==> config.mk <==
export PLATFORM = sky130hd
export DESIGN_NAME = flit_retry_ctrl
export DESIGN_NICKNAME = d
export VERILOG_FILES = /design/src/rtl/flit_retry_pkg.sv /design/src/rtl/flit_replay_store.sv /design/src/rtl/flit_replay_tx.sv /design/src/rtl/flit_retry_rx.sv /design/src/rtl/flit_retry_ctrl.sv
export SDC_FILE = /design/constraint.sdc
export NUM_CORES = 1
export LEC_CHECK = 0
export CAP_MARGIN = 10
export CORE_MARGIN = 10
export CORE_UTILIZATION = 45
export CTS_BUF_LIST = sky130_fd_sc_hd__clkbuf_8
export CTS_CLUSTER_DIAMETER = 30
export DETAILED_ROUTE_END_ITERATION = 7
export DONT_BUFFER_PORTS = 1
export PLACE_DENSITY = 0.6
export SLEW_MARGIN = 20
export SYNTH_ARGS = -nofsm -noshare
export SYNTH_HDL_FRONTEND = slang
export SYNTH_SLANG_ARGS = --single-unit
==> constraint.sdc <==
create_clock -name clk -period 7.1 [get_ports clk]
set_input_delay 1.42 -clock clk [delete_from_list [all_inputs] [get_ports clk]]
set_output_delay 1.42 -clock clk [all_outputs]
set_load 0.05 [all_outputs]
==> src/rtl/flit_retry_pkg.sv <==
package flit_retry_pkg;
    localparam int SEQ_W = 8;

    typedef enum logic [1:0] {
        CMD_NONE = 2'b00,
        CMD_ACK  = 2'b01,
        CMD_NAK  = 2'b10,
        CMD_RSVD = 2'b11
    } hdr_cmd_e;

    typedef enum logic {
        ST_SEND   = 1'b0,
        ST_REPLAY = 1'b1
    } tx_state_e;

    typedef enum logic {
        RX_OK   = 1'b0,
        RX_WAIT = 1'b1
    } rx_state_e;
endpackage

==> src/rtl/flit_replay_store.sv <==
module flit_replay_store #(
    parameter int DATA_W = 32,
    parameter int DEPTH  = 8,
    localparam int IDX_W = (DEPTH > 1) ? $clog2(DEPTH) : 1
) (
    input  logic              clk,
    input  logic              wr_en,
    input  logic [IDX_W-1:0]  wr_idx,
    input  logic [DATA_W-1:0] wr_data,
    input  logic [IDX_W-1:0]  rd_idx,
    output logic [DATA_W-1:0] rd_data
);
    logic [DATA_W-1:0] slot [DEPTH];

    always_ff @(posedge clk) begin
        if (wr_en) slot[wr_idx] <= wr_data;
    end

    assign rd_data = slot[rd_idx];
endmodule

==> src/rtl/flit_replay_tx.sv <==
module flit_replay_tx
    import flit_retry_pkg::*;
#(
    parameter int DATA_W = 32,
    parameter int DEPTH  = 8
) (
    input  logic              clk,
    input  logic              rst_n,
    input  logic              raw_mode,
    input  logic              up_valid,
    output logic              up_ready,
    input  logic [DATA_W-1:0] up_data,
    output logic              tx_valid,
    input  logic              tx_ready,
    output logic              tx_hasdata,
    output logic [DATA_W-1:0] tx_data,
    output logic [SEQ_W-1:0]  tx_seq,
    output logic [1:0]        tx_cmd,
    output logic [SEQ_W-1:0]  tx_ackseq,
    input  hdr_cmd_e          pend_cmd,
    input  logic [SEQ_W-1:0]  pend_seq,
    output logic              cmd_taken,
    input  logic              fb_valid,
    input  hdr_cmd_e          fb_cmd,
    input  logic [SEQ_W-1:0]  fb_seq
);
    // DEPTH must be a power of two below 128 so that pointers wrap freely
    // and cumulative acknowledgements stay unambiguous.
    localparam int IDX_W = (DEPTH > 1) ? $clog2(DEPTH) : 1;
    localparam int CNT_W = $clog2(DEPTH + 1);

    tx_state_e         state, state_n;
    logic [IDX_W-1:0]  head;
    logic [CNT_W-1:0]  count, count_n;
    logic [CNT_W-1:0]  rp_off, rp_n;
    logic [SEQ_W-1:0]  oldest_seq;

    logic [SEQ_W-1:0]  rel_raw;
    logic              rel_ok, nak_hit;
    logic [CNT_W-1:0]  rel;
    logic              can_push, push, replay_step;
    logic [DATA_W-1:0] rd_data;

    // ---------------- feedback window decode ----------------
    always_comb begin
        rel_raw = fb_seq - oldest_seq + SEQ_W'(1);
        rel_ok  = fb_valid && (fb_cmd == CMD_ACK || fb_cmd == CMD_NAK)
                  && (rel_raw <= SEQ_W'(count));
        rel     = rel_ok ? CNT_W'(rel_raw) : '0;
        nak_hit = rel_ok && (fb_cmd == CMD_NAK);
    end

    assign can_push    = (state == ST_SEND) && (count < CNT_W'(DEPTH));
    assign push        = !raw_mode && can_push && up_valid && tx_ready;
    assign replay_step = !raw_mode && (state == ST_REPLAY) && tx_ready;
    assign count_n     = count - rel + CNT_W'(push);

    flit_replay_store #(.DATA_W(DATA_W), .DEPTH(DEPTH)) u_store (
        .clk     (clk),
        .wr_en   (push),
        .wr_idx  (head + IDX_W'(count)),
        .wr_data (up_data),
        .rd_idx  (head + IDX_W'(rp_off)),
        .rd_data (rd_data)
    );

    // ---------------- next state ----------------
    always_comb begin
        state_n = state;
        rp_n    = rp_off;
        unique case (state)
            ST_SEND: begin
                rp_n = '0;
                if (nak_hit && count_n != '0) begin
                    state_n = ST_REPLAY;
                end
            end
            ST_REPLAY: begin
                if (nak_hit) begin
                    rp_n = '0;
                end else if (rp_off >= rel) begin
                    rp_n = rp_off - rel + CNT_W'(replay_step);
                end else begin
                    rp_n = '0;
                end
                if (rp_n >= count_n) begin
                    state_n = ST_SEND;
                    rp_n    = '0;
                end
            end
            default: begin
                state_n = ST_SEND;
                rp_n    = '0;
            end
        endcase
    end

    // ---------------- state register ----------------
    always_ff @(posedge clk or negedge rst_n) begin
        if (!rst_n) begin
            state      <= ST_SEND;
            head       <= '0;
            count      <= '0;
            rp_off     <= '0;
            oldest_seq <= '0;
        end else begin
            state      <= state_n;
            head       <= head + IDX_W'(rel);
            count      <= count_n;
            rp_off     <= rp_n;
            oldest_seq <= oldest_seq + SEQ_W'(rel);
        end
    end

    // ---------------- outputs ----------------
    always_comb begin
        tx_valid   = 1'b0;
        tx_hasdata = 1'b0;
        tx_data    = '0;
        tx_seq     = '0;
        tx_cmd     = CMD_NONE;
        tx_ackseq  = '0;
        up_ready   = 1'b0;
        if (raw_mode) begin
            tx_valid   = up_valid;
            tx_hasdata = up_valid;
            tx_data    = up_data;
            up_ready   = tx_ready;
        end else begin
            tx_cmd    = pend_cmd;
            tx_ackseq = pend_seq;
            up_ready  = can_push && tx_ready;
            if (state == ST_REPLAY) begin
                tx_valid   = 1'b1;
                tx_hasdata = 1'b1;
                tx_data    = rd_data;
                tx_seq     = oldest_seq + SEQ_W'(rp_off);
            end else if (up_valid && can_push) begin
                tx_valid   = 1'b1;
                tx_hasdata = 1'b1;
                tx_data    = up_data;
                tx_seq     = oldest_seq + SEQ_W'(count);
            end else begin
                tx_valid   = (pend_cmd != CMD_NONE);
            end
        end
        cmd_taken = !raw_mode && tx_valid && tx_ready;
    end

    // ---------------- assertions ----------------
    a_r3_depth_bound: assert property (@(posedge clk) disable iff (!rst_n)
        count <= CNT_W'(DEPTH));

    a_r3_full_stall: assert property (@(posedge clk) disable iff (!rst_n)
        (!raw_mode && count == CNT_W'(DEPTH)) |-> !up_ready);

    a_r4_ack_release: assert property (@(posedge clk) disable iff (!rst_n)
        (fb_valid && fb_cmd == CMD_ACK && rel_ok)
        |=> (oldest_seq == $past(fb_seq) + SEQ_W'(1)));

    a_r5_nak_restart: assert property (@(posedge clk) disable iff (!rst_n)
        (!raw_mode && nak_hit && count_n != '0)
        |=> (raw_mode || (tx_valid && tx_hasdata && !up_ready
                          && tx_seq == $past(fb_seq) + SEQ_W'(1))));
endmodule

==> src/rtl/flit_retry_rx.sv <==
module flit_retry_rx
    import flit_retry_pkg::*;
#(
    parameter int DATA_W = 32
) (
    input  logic              clk,
    input  logic              rst_n,
    input  logic              raw_mode,
    input  logic              rx_valid,
    input  logic              rx_hasdata,
    input  logic [DATA_W-1:0] rx_data,
    input  logic [SEQ_W-1:0]  rx_seq,
    input  logic              rx_crc_err,
    output logic              dn_valid,
    output logic [DATA_W-1:0] dn_data,
    output hdr_cmd_e          pend_cmd,
    output logic [SEQ_W-1:0]  pend_seq,
    input  logic              cmd_taken
);
    rx_state_e        state, state_n;
    logic [SEQ_W-1:0] exp_seq;
    logic             ack_pend, nak_pend;
    logic             good, bad, nak_set;

    always_comb begin
        good = !raw_mode && rx_valid && rx_hasdata && !rx_crc_err
               && (rx_seq == exp_seq);
        bad  = !raw_mode && rx_valid
               && (rx_crc_err || (rx_hasdata && rx_seq != exp_seq));
    end

    // ---------------- next state ----------------
    always_comb begin
        state_n = state;
        nak_set = 1'b0;
        unique case (state)
            RX_OK: begin
                if (bad) begin
                    state_n = RX_WAIT;
                    nak_set = 1'b1;
                end
            end
            RX_WAIT: begin
                if (good) state_n = RX_OK;
            end
            default: state_n = RX_OK;
        endcase
    end

    // ---------------- state register ----------------
    always_ff @(posedge clk or negedge rst_n) begin
        if (!rst_n) begin
            state    <= RX_OK;
            exp_seq  <= '0;
            ack_pend <= 1'b0;
            nak_pend <= 1'b0;
            dn_valid <= 1'b0;
            dn_data  <= '0;
        end else begin
            state    <= state_n;
            if (good) exp_seq <= exp_seq + SEQ_W'(1);
            // a sent negative acknowledge also covers any pending acknowledge
            nak_pend <= nak_set || (nak_pend && !cmd_taken);
            ack_pend <= good || (ack_pend && !cmd_taken);
            dn_valid <= raw_mode ? rx_valid : good;
            dn_data  <= rx_data;
        end
    end

    // ---------------- outputs ----------------
    always_comb begin
        pend_seq = exp_seq - SEQ_W'(1);
        if (nak_pend)      pend_cmd = CMD_NAK;
        else if (ack_pend) pend_cmd = CMD_ACK;
        else               pend_cmd = CMD_NONE;
    end

    // ---------------- assertions ----------------
    a_r8_bad_dropped: assert property (@(posedge clk) disable iff (!rst_n)
        (!raw_mode && rx_valid && (rx_crc_err || rx_seq != exp_seq)) |=> !dn_valid);

    a_r8_nak_raised: assert property (@(posedge clk) disable iff (!rst_n)
        (state == RX_OK && bad) |=> (pend_cmd == CMD_NAK));

    a_r7_in_order_advance: assert property (@(posedge clk) disable iff (!rst_n)
        (dn_valid && !$past(raw_mode)) |-> (exp_seq == $past(exp_seq) + SEQ_W'(1)));

    a_r9_wait_silent: assert property (@(posedge clk) disable iff (!rst_n)
        (state == RX_WAIT && !nak_pend && !good) |=> !nak_pend);
endmodule

==> src/rtl/flit_retry_ctrl.sv <==
module flit_retry_ctrl
    import flit_retry_pkg::*;
#(
    parameter int DATA_W = 32,
    parameter int DEPTH  = 8
) (
    input  logic              clk,
    input  logic              rst_n,
    input  logic              raw_mode,
    input  logic              up_valid,
    output logic              up_ready,
    input  logic [DATA_W-1:0] up_data,
    output logic              tx_valid,
    input  logic              tx_ready,
    output logic              tx_hasdata,
    output logic [DATA_W-1:0] tx_data,
    output logic [7:0]        tx_seq,
    output logic [1:0]        tx_cmd,
    output logic [7:0]        tx_ackseq,
    input  logic              rx_valid,
    input  logic              rx_hasdata,
    input  logic [DATA_W-1:0] rx_data,
    input  logic [7:0]        rx_seq,
    input  logic [1:0]        rx_cmd,
    input  logic [7:0]        rx_ackseq,
    input  logic              rx_crc_err,
    output logic              dn_valid,
    output logic [DATA_W-1:0] dn_data
);
    hdr_cmd_e         pend_cmd;
    logic [SEQ_W-1:0] pend_seq;
    logic             cmd_taken;
    logic             fb_valid;
    hdr_cmd_e         fb_cmd;

    // feedback is trusted only from clean flits outside raw mode
    assign fb_valid = !raw_mode && rx_valid && !rx_crc_err;
    assign fb_cmd   = hdr_cmd_e'(rx_cmd);

    flit_replay_tx #(.DATA_W(DATA_W), .DEPTH(DEPTH)) u_tx (
        .clk        (clk),
        .rst_n      (rst_n),
        .raw_mode   (raw_mode),
        .up_valid   (up_valid),
        .up_ready   (up_ready),
        .up_data    (up_data),
        .tx_valid   (tx_valid),
        .tx_ready   (tx_ready),
        .tx_hasdata (tx_hasdata),
        .tx_data    (tx_data),
        .tx_seq     (tx_seq),
        .tx_cmd     (tx_cmd),
        .tx_ackseq  (tx_ackseq),
        .pend_cmd   (pend_cmd),
        .pend_seq   (pend_seq),
        .cmd_taken  (cmd_taken),
        .fb_valid   (fb_valid),
        .fb_cmd     (fb_cmd),
        .fb_seq     (rx_ackseq)
    );

    flit_retry_rx #(.DATA_W(DATA_W)) u_rx (
        .clk        (clk),
        .rst_n      (rst_n),
        .raw_mode   (raw_mode),
        .rx_valid   (rx_valid),
        .rx_hasdata (rx_hasdata),
        .rx_data    (rx_data),
        .rx_seq     (rx_seq),
        .rx_crc_err (rx_crc_err),
        .dn_valid   (dn_valid),
        .dn_data    (dn_data),
        .pend_cmd   (pend_cmd),
        .pend_seq   (pend_seq),
        .cmd_taken  (cmd_taken)
    );

    a_r11_raw_plain: assert property (@(posedge clk) disable iff (!rst_n)
        raw_mode |-> (tx_cmd == 2'b00 && tx_valid == up_valid && up_ready == tx_ready));
endmodule

Word level (Yosys, flattened, before mapping)
Memories as Yosys holds them, arrays and structs flattened.
Cells that the tools add are included.
Storage, ports and cells
  memories kept: 1
  memory bits (read-only): 0
  memory bits (writable): 256
  bits in latches: 0
  bits in registers: 64
  input port bits: 90
  output and inout bits: 86
Memories
  u_tx.u_store.slot: words 8, width 32, rd ports 1, clocked after memory_dff 0, wr ports 1, RTL line flit_replay_store.sv:13  | logic [DATA_W-1:0] slot [DEPTH];
Cells by class
  eq/ne operators: 4
  reduce and logical (&&, ||, !) cells: 32
  div/mod/pow operators: 0
  bitwise gates (word level): 2
  muxes and demuxes: 33
  $add $sub $neg: 14
  shifts and indexed selects: 0
  multiply operators: 0
  $lt $le $gt $ge: 4
Operator list (count)
  $mux 32: 3
  $mux 8: 4
  $add 8x4->8: 3
  $logic_and 1x1->1: 23
  $mux 4: 5
  $add 8x1->8 const B: 2
  $mux 1: 16
  $add 3x3->3: 3
  $add 4x1->4: 2
  $eq 8x8->1: 1
  $ge 4x4->1: 2
  $le 8x4->1: 1
  $ne 8x8->1: 1
  $pmux 4 s2: 1
  $sub 4x4->4: 2
  $sub 8x1->8 const B: 1
  $sub 8x8->8: 1
  $logic_or 1x1->1: 4
  $lt 4x4->1 const B: 1
  $mux 2: 2
  $pmux 1 s2: 2
  $reduce_bool 4->1: 1
  $logic_not 1->1: 3
  $eq 2x1->1 const B: 1
  other kinds (3): 4

Logic depth before layout (Yosys ltp)
Gate-level depths: netlist (run 1).
  word-level depth: 14
  mapped depth: 26
  mapped depth without buffers: 26

Cells and area by module
Synthesis (run 1) repeated with hierarchy kept, for this count alone.
Unflattened totals
  cell total of the unflattened synthesis: 838
  area total of the unflattened synthesis: 14435.1 um^2
Modules (own cells, without submodules)
  flit_replay_store: instances 1, sequential area each 7687.4 um^2, area an instance 9825.7 um^2, cells an instance 383
  flit_replay_tx: instances 1, sequential area each 500.5 um^2, area an instance 2895.3 um^2, cells an instance 336
  flit_retry_rx: instances 1, sequential area each 1101.1 um^2, area an instance 1701.6 um^2, cells an instance 118
  flit_retry_ctrl: instances 1, sequential area each 0.0 um^2, area an instance 12.5 um^2, cells an instance 1

Worst setup path before layout (run 1)
OpenSTA, ideal clock, no wires.
  kind: input to register
  from: in rx_ackseq[1]
  to: reg u_tx.rp_off[0]
  cell stages on the path: 24
  required time: 7014 ps
  path slack: 784 ps
  library setup time: 86 ps
  arrival: 6230 ps
  cells stage by stage: inv_1 ha_1 inv_1 ha_1 inv_1 fa_1 xnor2_1 ha_1 a21oi_1 a21oi_1 nand4b_1 nor3_1 nand2_1 ha_1 a21oi_1 o21ai_0 nand2_1 or2_1 ha_1 nand2b_1 a21o_1 a21o_1 a211o_1 nor3_1
On the way
  cells in the longest elaborated chain, start to end: 13
  elaborated cells between the ends (all ways): 17
Ends and longest elaborated chain
  start: declaration: RTL line flit_retry_ctrl.sv:25  | input logic [7:0] rx_ackseq,
  $sub 8x8->8 (*): RTL line flit_replay_tx.sv:46  | rel_raw = fb_seq - oldest_seq + SEQ_W'(1);
  $add 8x1->8 (*): RTL line flit_replay_tx.sv:46
  $le 8x4->1: RTL line flit_replay_tx.sv:48  | && (rel_raw <= SEQ_W'(count));
  $logic_and 1x1->1: RTL line flit_replay_tx.sv:48
  $mux 4: RTL line flit_replay_tx.sv:49  | rel = rel_ok ? CNT_W'(rel_raw) : '0;
  $sub 4x4->4: RTL line flit_replay_tx.sv:82  | rp_n = rp_off - rel + CNT_W'(replay_step);
  $add 4x1->4: RTL line flit_replay_tx.sv:82
  $mux 4: RTL line flit_replay_tx.sv:81  | end else if (rp_off >= rel) begin
  $mux 4: RTL line flit_replay_tx.sv:79  | if (nak_hit) begin
  $mux 4: RTL line flit_replay_tx.sv:71  | unique case (state)
  $ge 4x4->1: RTL line flit_replay_tx.sv:86  | if (rp_n >= count_n) begin
  $mux 4 (*): RTL line flit_replay_tx.sv:86
  $pmux 4 s2 (*): RTL line flit_replay_tx.sv:71
  net u_tx.rp_n[0]: RTL line flit_replay_tx.sv:35  | logic [CNT_W-1:0] rp_off, rp_n;
  end signal: assignment: RTL line flit_replay_tx.sv:110  | rp_off <= rp_n;
  end: declaration: RTL line flit_replay_tx.sv:35
The timed path passes the listed nets; every way through them passes the cells marked *. The select of a mux whose other input is x is not followed.
A chain may end at the register's enable or synchronous reset.

Worst setup path after layout (run 1)
Same ends and word-level chain as after synthesis.

==> flow_metrics.py, run 1 <==
metrics = {
    "cells_and_area": {
        "fill_cells": 2512,
        "final_cell_area_um2": 15900,
        "nets": 1046,
        "layout-drive-gt1-share": 0.216,
        "area_growth_syn_to_layout_pct": 13.8,
        "num_antenna_cells": 0,
        "finish.utilization": 0.519,
    },
    "floorplan": {
        "core-area_um2": 30700,
        "fp.dieArea_um2": 38600,
        "rows": 64,
        "die_width_um": 196,
        "die_h_um": 196,
        "initial_core_util": 0.457,
        "io_pins": 176,
    },
    "detailed_routing": {
        "dr.pass1.iters": 5,
        "wl_um": 31600,
        "drc": 0,
        "vias": 7417,
        "drtAntennaViolNets": 0,
        "via_per_inst": 5.56,
        "drtIter0Drc": 374,
        "wl_per_cell_um": 23.7,
    },
    "synthesis": {
        "synth_area_um2": 14000,
        "synth_flop_cell": "edfxtp_1",
        "ys_top_cells_by_count": "256 x edfxtp_1, 64 x dfrtp_1, 64 x mux4_2, 52 x ha_1, 48 x nand2_1",
        "synth_nets": 997,
        "syn_inst": 844,
        "synth_most_common_cell": "edfxtp_1",
        "ys_seq_area_frac": 0.663,
        "synth.top_cell.area_share": 0.549,
        "async_reset_ff_frac": 0.200,
        "synth-warning-count": 0,
        "synthDistinctLibCells": 56,
        "synth_edf_count": 256,
        "yosys-top-cells-area": "edfxtp_1 55%, dfrtp_1 11%, mux4_2 10%",
        "synth-seq-cells": 320,
        "synth_top_cell_by_area": "edfxtp_1",
        "avgSynthCellArea_um2": 16.6,
    },
    "worst_setup_path": {
        "critical_path_class": "in -> reg",
        "rr_worst_depth": 23,
        "endpoint_kind": "register",
        "cp_data_required_time_ps": 7580,
        "cp_max_fo": 5,
        "reg2reg_to": "u_tx.rp_off[0]$_DFF_PN0_",
        "r2r_start": "u_tx.oldest_seq[1]$_DFF_PN0_",
        "regToRegSetupSlack_ps": 1350,
        "cp.arrival_ps": 6580,
        "start_kind": "input pin",
    },
    "global_routing": {
        "grt.met3_usage": 0.0465,
        "gr-total-overflow": 0,
        "antenna_found_initial": 1,
        "grt_busiest_layer": "met2",
        "grt_pass1_wl_um": 48700,
        "use_met1": 0.206,
        "grtUsageTotal": 0.163,
        "grt_use_met2": 0.268,
        "grt_max_degree": 65,
        "grt_pass1_vias": 8152,
    },
    "place": {
        "place_hpwl_um": 19900,
        "dpl-instance-area_um2": 14600,
        "io_buffers": 0,
        "gp_congestion": 0.802,
    },
    "cts": {
        "numCtsBuffers": 61,
        "clk_latency_ps": 590,
        "clkSinkCount": 320,
        "clockBufferDepth": 3,
        "cts.repair.resized": 0,
        "cts_tree": "done",
        "htree_levels": 2,
        "clockRootBuffer": "clkbuf_8",
        "postCtsHoldBufs": 0,
        "postCtsSetupBuffers": 0,
        "clk_pin_slew_ps": 50,
    },
    "power_and_ir_drop": {
        "irDropWorstVdd_v": 0.000196,
        "p_per_area_nw_per_um2": 361,
        "p_total_w": 0.00574,
        "leakage_nw": 5.90,
    },
    "sta": {
        "fin_hold_ws_ps": 490,
        "tns_ps": 0,
        "slew_headroom": 0.228,
        "period_share": 0.860,
        "max_freq_mhz": 164,
        "setup_viol": 0,
        "rsz0062_at_grt": "false",
        "worst_pin_slew_ps": 1150,
        "period_minus_slack_ps": 6100,
        "finalClockSkew_ps": 23.6,
        "hold_viol": 0,
        "final-max-slew-violation-count": 0,
    },
    "hold_path": {
        "whs_path_depth": 1,
        "min_path_type": "reg -> reg",
        "hold_start": "u_rx.state$_DFF_PN0_",
        "min_to": "u_rx.nak_pend$_DFF_PN0_",
    },
    "outcome": {
        "outcome": "finished, final reports clean",
    },
    "flow_run": {
        "maxCapViolations": 0,
    },
}
worst max-delay path by stage:
stage,startpoint,end,slack (ps),cells past startpoint
finish,rx_ackseq[1],u_tx.rp_off[0]$_DFF_PN0_,1000,24
detailed placement,rx_ackseq[1],u_tx.rp_off[0]$_DFF_PN0_,440,24
CTS,rx_ackseq[1],u_tx.rp_off[0]$_DFF_PN0_,1010,24
floorplan,rx_ackseq[1],u_tx.rp_off[0]$_DFF_PN0_,780,24
global placement,rx_ackseq[1],u_tx.rp_off[0]$_DFF_PN0_,470,24
global route,rx_ackseq[1],u_tx.rp_off[0]$_DFF_PN0_,630,23
routing by layer:
metal / vias to the layer above / wire [um] / part of all wire
met5: - / 7 / 0.00022
met4: 2 / 561 / 0.018
met3: 52 / 2400 / 0.076
met2: 251 / 15400 / 0.49
met1: 3783 / 13300 / 0.42
li1: 3329 / - / -
stage by stage:
stage / std cells / worst slack [ps]
final: 1333 / 995
after detailed placement: 1225 / 443
after global placement: 1225 / 472
after global routing: 1333 / 626
after CTS: 1332 / 1010
after floorplan: 844 / 784
cell usage in the layout (no fill, tap or decap), types with 6 or more instances in the layout:
cell / n
o21ai_1: 34
xnor2_1: 35
inv_1: 55
a21o_1: 10
ha_1: 51
mux4_2: 64
nand2_1: 48
clkbuf_8: 63
nand3_1: 7
nor2_1: 30
dfrtp_1: 64
xor2_1: 15
clkinv_2: 6
o21ai_0: 9
fa_1: 10
buf_4: 17
edfxtp_1: 256
nor2b_1: 7
nor3_1: 11
mux2i_1: 32
a21oi_1: 14
bufinv_16: 8
nand2b_1: 6
final cells by class:
type,count,area [um^2],area share
sequential,320,9290,0.583
inverter,44,165,0.0104
timing repair buffer,18,155,0.00974
multi-input combinational,448,4500,0.283
clock inverter,44,454,0.0285
tap,396,495,0.0311
clock buffer,63,867,0.0544
state kept, by name (all words and copies together) (netlist names):
register	count
u_rx.ack_pend	1
u_rx.dn_data	32
u_rx.dn_valid	1
u_rx.exp_seq	8
u_rx.nak_pend	1
u_rx.state	1
u_tx.count	4
u_tx.head	3
u_tx.oldest_seq	8
u_tx.rp_off	4
u_tx.state	1
u_tx.u_store.slot	256
cells by family (layout without fill, tap and decap cells):
| kind of cell | Yosys count | in the layout | share of synthesized area |
|---|---|---|---|
| buffers and inverters | 76 | 169 | 0.0216 |
| multiplexers | 97 | 97 | 0.127 |
| AO/OA/AOI/OAI | 91 | 91 | 0.0396 |
| adder cells (fa/ha/maj) | 63 | 63 | 0.0622 |
| flip-flops | 320 | 320 | 0.663 |
| AND/OR/NAND/NOR | 144 | 144 | 0.0524 |
| XOR/XNOR | 53 | 53 | 0.0342 |
report_power, final:
| part | total (W) | switching, W | internal (W) |
|---|---|---|---|
| registers | 0.00226 | 0.000110 | 0.00215 |
| clock network | 0.00192 | 0.000790 | 0.00113 |
| logic | 0.00156 | 0.000921 | 0.000644 |
critical path, cell delays in order:
cell and delay, ps:
inv_1 20, ha_1 270, inv_1 50, ha_1 170, inv_1 60, fa_1 390
xnor2_1 330, ha_1 320, a21oi_1 140, a21oi_1 80, nand4b_1 390, nor3_1 360
nand2_1 130, ha_1 370, a21oi_1 80, o21ai_0 330, nand2_1 130, or2_1 230
ha_1 260, nand2b_1 140, a21o_1 170, a21o_1 170, a211o_1 360, nor3_1 190
Power figures use the tool's default switching activity.
==> run 2: changes to the inputs <==
Settings changed: CORE_UTILIZATION 45 to 30, PLACE_DENSITY 0.6 to 0.44.
==> run 2 against run 1 <==
  * Core utilization is 16 points lower
  * Die area is 44% higher
  * Critical path depth is 1 higher
  * Sequential share of layout area is 2.0 points lower
  * Final area is 3.5% higher
  * Routed wire length is 12% higher
  * Via count is 0.32% lower
  * Highest routed layer is now met4
==> flow_metrics.py, run 2 (synthesized netlist as in run 1, its figures left out) <==
metrics = {
    "outcome": {
        "outcome": "finished, final reports clean",
    },
    "global_routing": {
        "gr-total-overflow": 0,
        "use_met1": 0.157,
        "grt_use_met2": 0.204,
        "grt_pass1_wl_um": 53400,
        "grt_max_degree": 65,
        "grt_busiest_layer": "met2",
        "grt_pass1_vias": 8378,
        "grt.met3_usage": 0.0420,
        "grtUsageTotal": 0.128,
        "antenna_found_initial": 1,
    },
    "power_and_ir_drop": {
        "p_total_w": 0.00606,
        "leakage_nw": 6.08,
        "p_int_w": 0.00415,
        "sequentialPowerShare": 0.373,
        "p_comb_frac": 0.261,
        "switching_power_w": 0.00191,
        "pwr-share-clk": 0.366,
        "p_per_area_nw_per_um2": 368,
        "p_sw_frac": 0.315,
        "irDropWorstVdd_v": 0.000222,
    },
    "worst_setup_path": {
        "slowest_stage": "fa_1",
        "rr_worst_depth": 24,
        "crit_cells": 25,
        "cp_data_required_time_ps": 7630,
        "max_stage_delay_ps": 390,
        "start_kind": "input pin",
        "path_buf_inv": 5,
        "crit_path_frequent_cell": "ha_1",
        "cp.arrival_ps": 6620,
        "cp_top_family": "adder cells",
        "cp_max_fo": 5,
        "regToRegSetupSlack_ps": 1300,
        "critical_path_class": "in -> reg",
        "endpoint_kind": "register",
    },
    "detailed_routing": {
        "via_per_inst": 4.68,
        "wl_per_cell_um": 22.5,
        "drtIter0Drc": 311,
        "vias": 7393,
        "wl_um": 35500,
        "drtAntennaViolNets": 0,
        "drc": 0,
        "dr.pass1.iters": 6,
    },
    "place": {
        "place_hpwl_um": 21700,
        "io_buffers": 0,
        "gp_congestion": 0.745,
        "dpl-instance-area_um2": 14900,
    },
    "sta": {
        "hold_viol": 0,
        "fin_hold_ws_ps": 492,
        "rsz0062_at_grt": "false",
        "setup_viol": 0,
        "max_freq_mhz": 164,
        "finalClockSkew_ps": 16.0,
        "tns_ps": 0,
        "slew_headroom": 0.316,
        "worst_pin_slew_ps": 1020,
        "period_share": 0.857,
        "period_minus_slack_ps": 6090,
        "final-max-slew-violation-count": 0,
    },
    "cts": {
        "numCtsBuffers": 76,
        "clockBufferDepth": 3,
        "clkSinkCount": 320,
        "cts.repair.resized": 0,
        "postCtsHoldBufs": 0,
        "postCtsSetupBuffers": 0,
        "cts_tree": "done",
        "clockRootBuffer": "clkbuf_8",
        "clk_pin_slew_ps": 60,
        "htree_levels": 3,
        "clk_latency_ps": 620,
    },
    "floorplan": {
        "fp.dieArea_um2": 55700,
        "initial_core_util": 0.302,
        "core-area_um2": 46400,
        "rows": 79,
        "die_width_um": 236,
        "die_h_um": 236,
        "io_pins": 176,
    },
    "cells_and_area": {
        "finish.utilization": 0.356,
        "area_growth_syn_to_layout_pct": 17.8,
        "fill_cells": 4412,
        "final_common_cell": "edfxtp_1",
        "final_cell_area_um2": 16500,
        "top_register": "u_tx.u_store.slot",
        "reg.largest.list": "u_tx.u_store.slot: 256 flops, u_rx.dn_data: 32 flops",
        "largest_register_ffs": 256,
        "nets": 1064,
        "ff_latch_area_um2": 9290,
        "layout-drive-gt1-share": 0.229,
        "multiInputGateArea_um2": 4510,
        "final_cell_mix": "256 x edfxtp_1, 82 x clkbuf_8, 64 x mux4_2, 64 x dfrtp_1, 62 x inv_1",
    },
    "flow_run": {
        "maxCapViolations": 0,
    },
    "hold_path": {
        "min_path_type": "in -> async",
    },
}
==> run 2: area by class of cell <==
class | instances | area share
tap | 607 | 0.0461
timing repair buffer | 21 | 0.00956
clock buffer | 82 | 0.0684
sequential | 320 | 0.563
clock inverter | 56 | 0.0287
antenna | 1 | 0.000152
inverter | 44 | 0.0100
multi-input combinational | 448 | 0.274
==> run 2: metal layers <==
metal  share of wire  wire, um
met5               0         0
met4           0.020       699
met3           0.062      2200
met2            0.48     17100
met1            0.44     15500
==> run 2: worst register-to-register path, delay by kind of cell, from the launching register on <==
kind	cells	cell delay [ps]
adder cells (fa/ha/maj)	6	1780
AND/OR/NAND/NOR	7	1290
flip-flops	1	530
buffers and inverters	4	520
XOR/XNOR	1	390
AO/OA/AOI/OAI	6	1250
==> run 2: power groups by stage <==
stage	clock network [W]	logic [W]	registers (W)
final	0.00222	0.00158	0.00226
after global routing	0.00241	0.00176	0.00227
after CTS	0.00230	0.00163	0.00226
after detailed placement	0	0.00163	0.00230
after global placement	0	0.00163	0.00230
after floorplan	0	0.00122	0.00226
==> run 2: worst paths after layout <==
kind / from / endpoint
min in group clk: u_rx.state$_DFF_PN0_ / u_rx.nak_pend$_DFF_PN0_
setup / recovery: rx_ackseq[1] / u_tx.rp_off[0]$_DFF_PN0_
hold reg to reg: u_rx.state$_DFF_PN0_ / u_rx.nak_pend$_DFF_PN0_
hold / removal: rst_n / u_rx.dn_data[22]$_DFF_PN0_
setup reg to reg: u_tx.oldest_seq[1]$_DFF_PN0_ / u_tx.rp_off[0]$_DFF_PN0_
max in group asynchronous: rst_n / u_tx.oldest_seq[6]$_DFF_PN0_
==> run 2: metrics by stage <==
step                      setup slack (ps)  instances
final                                 1010       1579
after global routing                   723       1579
after CTS                             1120       1578
after detailed placement               444       1440
after global placement                 547       1440
after floorplan                        784        844
==> run 3: changes to the inputs <==
Settings changed: CORE_UTILIZATION 30 to 40, PLACE_DENSITY 0.44 to 0.54, SYNTH_HIERARCHICAL set to 1.
==> run 3 against run 2 <==
  * Critical path depth up 1
  * Final area up 0.68%
  * Die area down 21%
  * Core utilization up 11 points
  * Routed wire length down 8.5%
  * Fmax up 0.62%
  * Clock skew up 6.6 ps
  * Final cell count down 11%
  * First-iteration DRC count up 12%
  * Flip-flop and latch count unchanged
  * Via count up 0.85%
==> flow_metrics.py, run 3 <==
metrics = {
    "worst_setup_path": {
        "endpoint_kind": "register",
        "critical_path_class": "in -> reg",
        "rr_worst_depth": 25,
        "cp_data_required_time_ps": 7610,
        "start_kind": "input pin",
        "cp.arrival_ps": 6560,
        "cp_max_fo": 7,
    },
    "global_routing": {
        "grt_pass1_wl_um": 49500,
        "grtUsageTotal": 0.147,
        "grt_pass1_vias": 8199,
        "grt_max_degree": 65,
        "gr-total-overflow": 0,
        "antenna_found_initial": 0,
    },
    "synthesis": {
        "synth-warning-count": 6,
        "synth-seq-cells": 320,
        "synth_area_um2": 14400,
        "ys_seq_area_frac": 0.643,
        "synth_flop_cell": "edfxtp_1",
        "async_reset_ff_frac": 0.200,
        "avgSynthCellArea_um2": 17.2,
        "synth_edf_count": 256,
        "yosys-top-cells-area": "edfxtp_1 53%, dfrtp_1 11%, mux4_1 7.3%",
        "synth_most_common_cell": "edfxtp_1",
        "syn_inst": 838,
        "ys_top_cells_by_count": "256 x edfxtp_1, 64 x dfrtp_1, 50 x ha_1, 45 x inv_1, 40 x mux4_1",
        "synthDistinctLibCells": 61,
        "synth_top_cell_by_area": "edfxtp_1",
        "synth_nets": 988,
        "synth.top_cell.area_share": 0.533,
    },
    "cts": {
        "clkSinkCount": 320,
        "postCtsHoldBufs": 0,
        "clockRootBuffer": "clkbuf_8",
        "htree_levels": 3,
        "clockBufferDepth": 3,
        "postCtsSetupBuffers": 0,
        "clk_latency_ps": 590,
        "cts_tree": "done",
        "numCtsBuffers": 73,
        "clk_pin_slew_ps": 50,
        "cts.repair.resized": 0,
    },
    "floorplan": {
        "die_h_um": 210,
        "rows": 69,
        "io_pins": 176,
        "core-area_um2": 35600,
        "initial_core_util": 0.406,
        "die_width_um": 210,
        "fp.dieArea_um2": 44100,
    },
    "detailed_routing": {
        "wl_um": 32500,
        "drc": 0,
        "wl_per_cell_um": 23.1,
        "drtAntennaViolNets": 0,
        "dr.pass1.iters": 5,
        "via_per_inst": 5.30,
        "drtIter0Drc": 347,
        "vias": 7456,
    },
    "cells_and_area": {
        "area_growth_syn_to_layout_pct": 15.0,
        "layout-drive-gt1-share": 0.218,
        "reg.largest.list": "u_tx/u_store/slot: 256 flops, u_rx/dn_data: 32 flops",
        "final_common_cell": "edfxtp_1",
        "top_register": "u_tx/u_store/slot",
        "finish.utilization": 0.467,
        "nets": 1037,
        "largest_register_ffs": 256,
        "final_cell_mix": "256 x edfxtp_1, 78 x clkbuf_8, 64 x dfrtp_1",
        "num_antenna_cells": 0,
        "fill_cells": 3068,
    },
    "sta": {
        "rsz0062_at_grt": "false",
        "final-max-slew-violation-count": 0,
        "period_minus_slack_ps": 6050,
        "slew_headroom": 0.287,
        "finalClockSkew_ps": 22.5,
        "tns_ps": 0,
        "timing.final.ws_setup_ps": 1050,
        "worst_pin_slew_ps": 1080,
        "fin_hold_ws_ps": 528,
        "setup_viol": 0,
        "period_share": 0.852,
        "max_freq_mhz": 165,
        "hold_viol": 0,
    },
    "place": {
        "io_buffers": 0,
        "gp_congestion": 0.818,
        "place_hpwl_um": 19400,
        "pre_cts_slack_ps": 434,
    },
    "power_and_ir_drop": {
        "switching_power_w": 0.00176,
        "pwr-share-clk": 0.386,
        "p_total_w": 0.00599,
        "p_int_w": 0.00422,
        "p_comb_frac": 0.239,
        "sequentialPowerShare": 0.375,
        "p_per_area_nw_per_um2": 361,
        "leakage_nw": 5.99,
        "p_sw_frac": 0.295,
        "irDropWorstVdd_v": 0.000183,
    },
    "hold_path": {
        "min_path_type": "in -> async",
    },
    "outcome": {
        "outcome": "finished, final reports clean",
    },
    "flow_run": {
        "maxCapViolations": 0,
    },
}
run 3: final cells by class:
class / count / area [um^2] / share of cell area
Sequential cell: 320 / 9290 / 0.560
Timing Repair Buffer: 12 / 90.1 / 0.00543
Inverter: 46 / 173 / 0.0104
Clock buffer: 78 / 1070 / 0.0647
Multi-Input combinational cell: 434 / 4810 / 0.290
Tap cell: 461 / 577 / 0.0347
Clock inverter: 55 / 588 / 0.0354
run 3: logic make-up after synthesis:
family                     after synthesis  synth area share
muxes                                   97             0.136
buffers and inverters                   84            0.0296
AOI/OAI and AO/OA                       99            0.0491
xor gates and xnor gates                56            0.0384
DFF                                    320             0.643
adders and majority gates               60            0.0572
and+or+nand+nor                        122            0.0464
run 3: path summary, 6_finish.rpt:
check,from,end,slack (ps)
worst max-delay path,rx_ackseq[1],u_tx/rp_off[2]$_DFF_PN0_,1050
worst min-delay path,rst_n,u_tx/count[2]$_DFF_PN0_,530
worst max register to register,u_tx/oldest_seq[1]$_DFF_PN0_,u_tx/rp_off[2]$_DFF_PN0_,1400
worst min register to register,u_rx/ack_pend$_DFF_PN0_,u_rx/ack_pend$_DFF_PN0_,530
max in group asynchronous,rst_n,u_rx/exp_seq[5]$_DFFE_PN0P_,6470
min in group clk,u_rx/ack_pend$_DFF_PN0_,u_rx/ack_pend$_DFF_PN0_,530
run 3: metrics by stage:
step	instances	instance area, um^2
after floorplan	838	14400
after global placement	1273	14900
after detailed placement	1273	14900
after CTS	1406	16600
after global routing	1406	16600
final	1406	16600
run 3: routing by layer:
layer  routed length [um]  up-vias  track usage  share of wire
li1                     -     3382            -              -
met1                13700     3806        0.176           0.42
met2                16000      220        0.244           0.49
met3                 2160       48       0.0504          0.066
met4                  622        0       0.0486          0.019
met5                    0        -            0              0
run 3: critical path, stage by stage:
cell	delay [ps]
inv_1	20
ha_1	280
inv_1	60
ha_1	200
inv_1	80
fa_1	440
xnor2_1	340
ha_1	320
a21oi_1	140
a21oi_1	90
nor4_2	170
and3_1	340
nand2_1	240
ha_1	410
a21oi_1	80
o21ai_0	340
nand2_1	120
or2_2	290
ha_1	280
nand2b_1	140
a21oi_1	140
nor2b_1	50
o21ai_0	140
nand3b_1	110
a21o_1	210
nor2_1	110
run 3: power groups by stage:
stage,Sequential (W),Combinational (W),Clock (W)
global placement,0.00228,0.00145,0
finish,0.00225,0.00143,0.00231
CTS,0.00225,0.00146,0.00238
global route,0.00226,0.00157,0.00248
detailed placement,0.00228,0.00145,0
floorplan,0.00225,0.00116,0
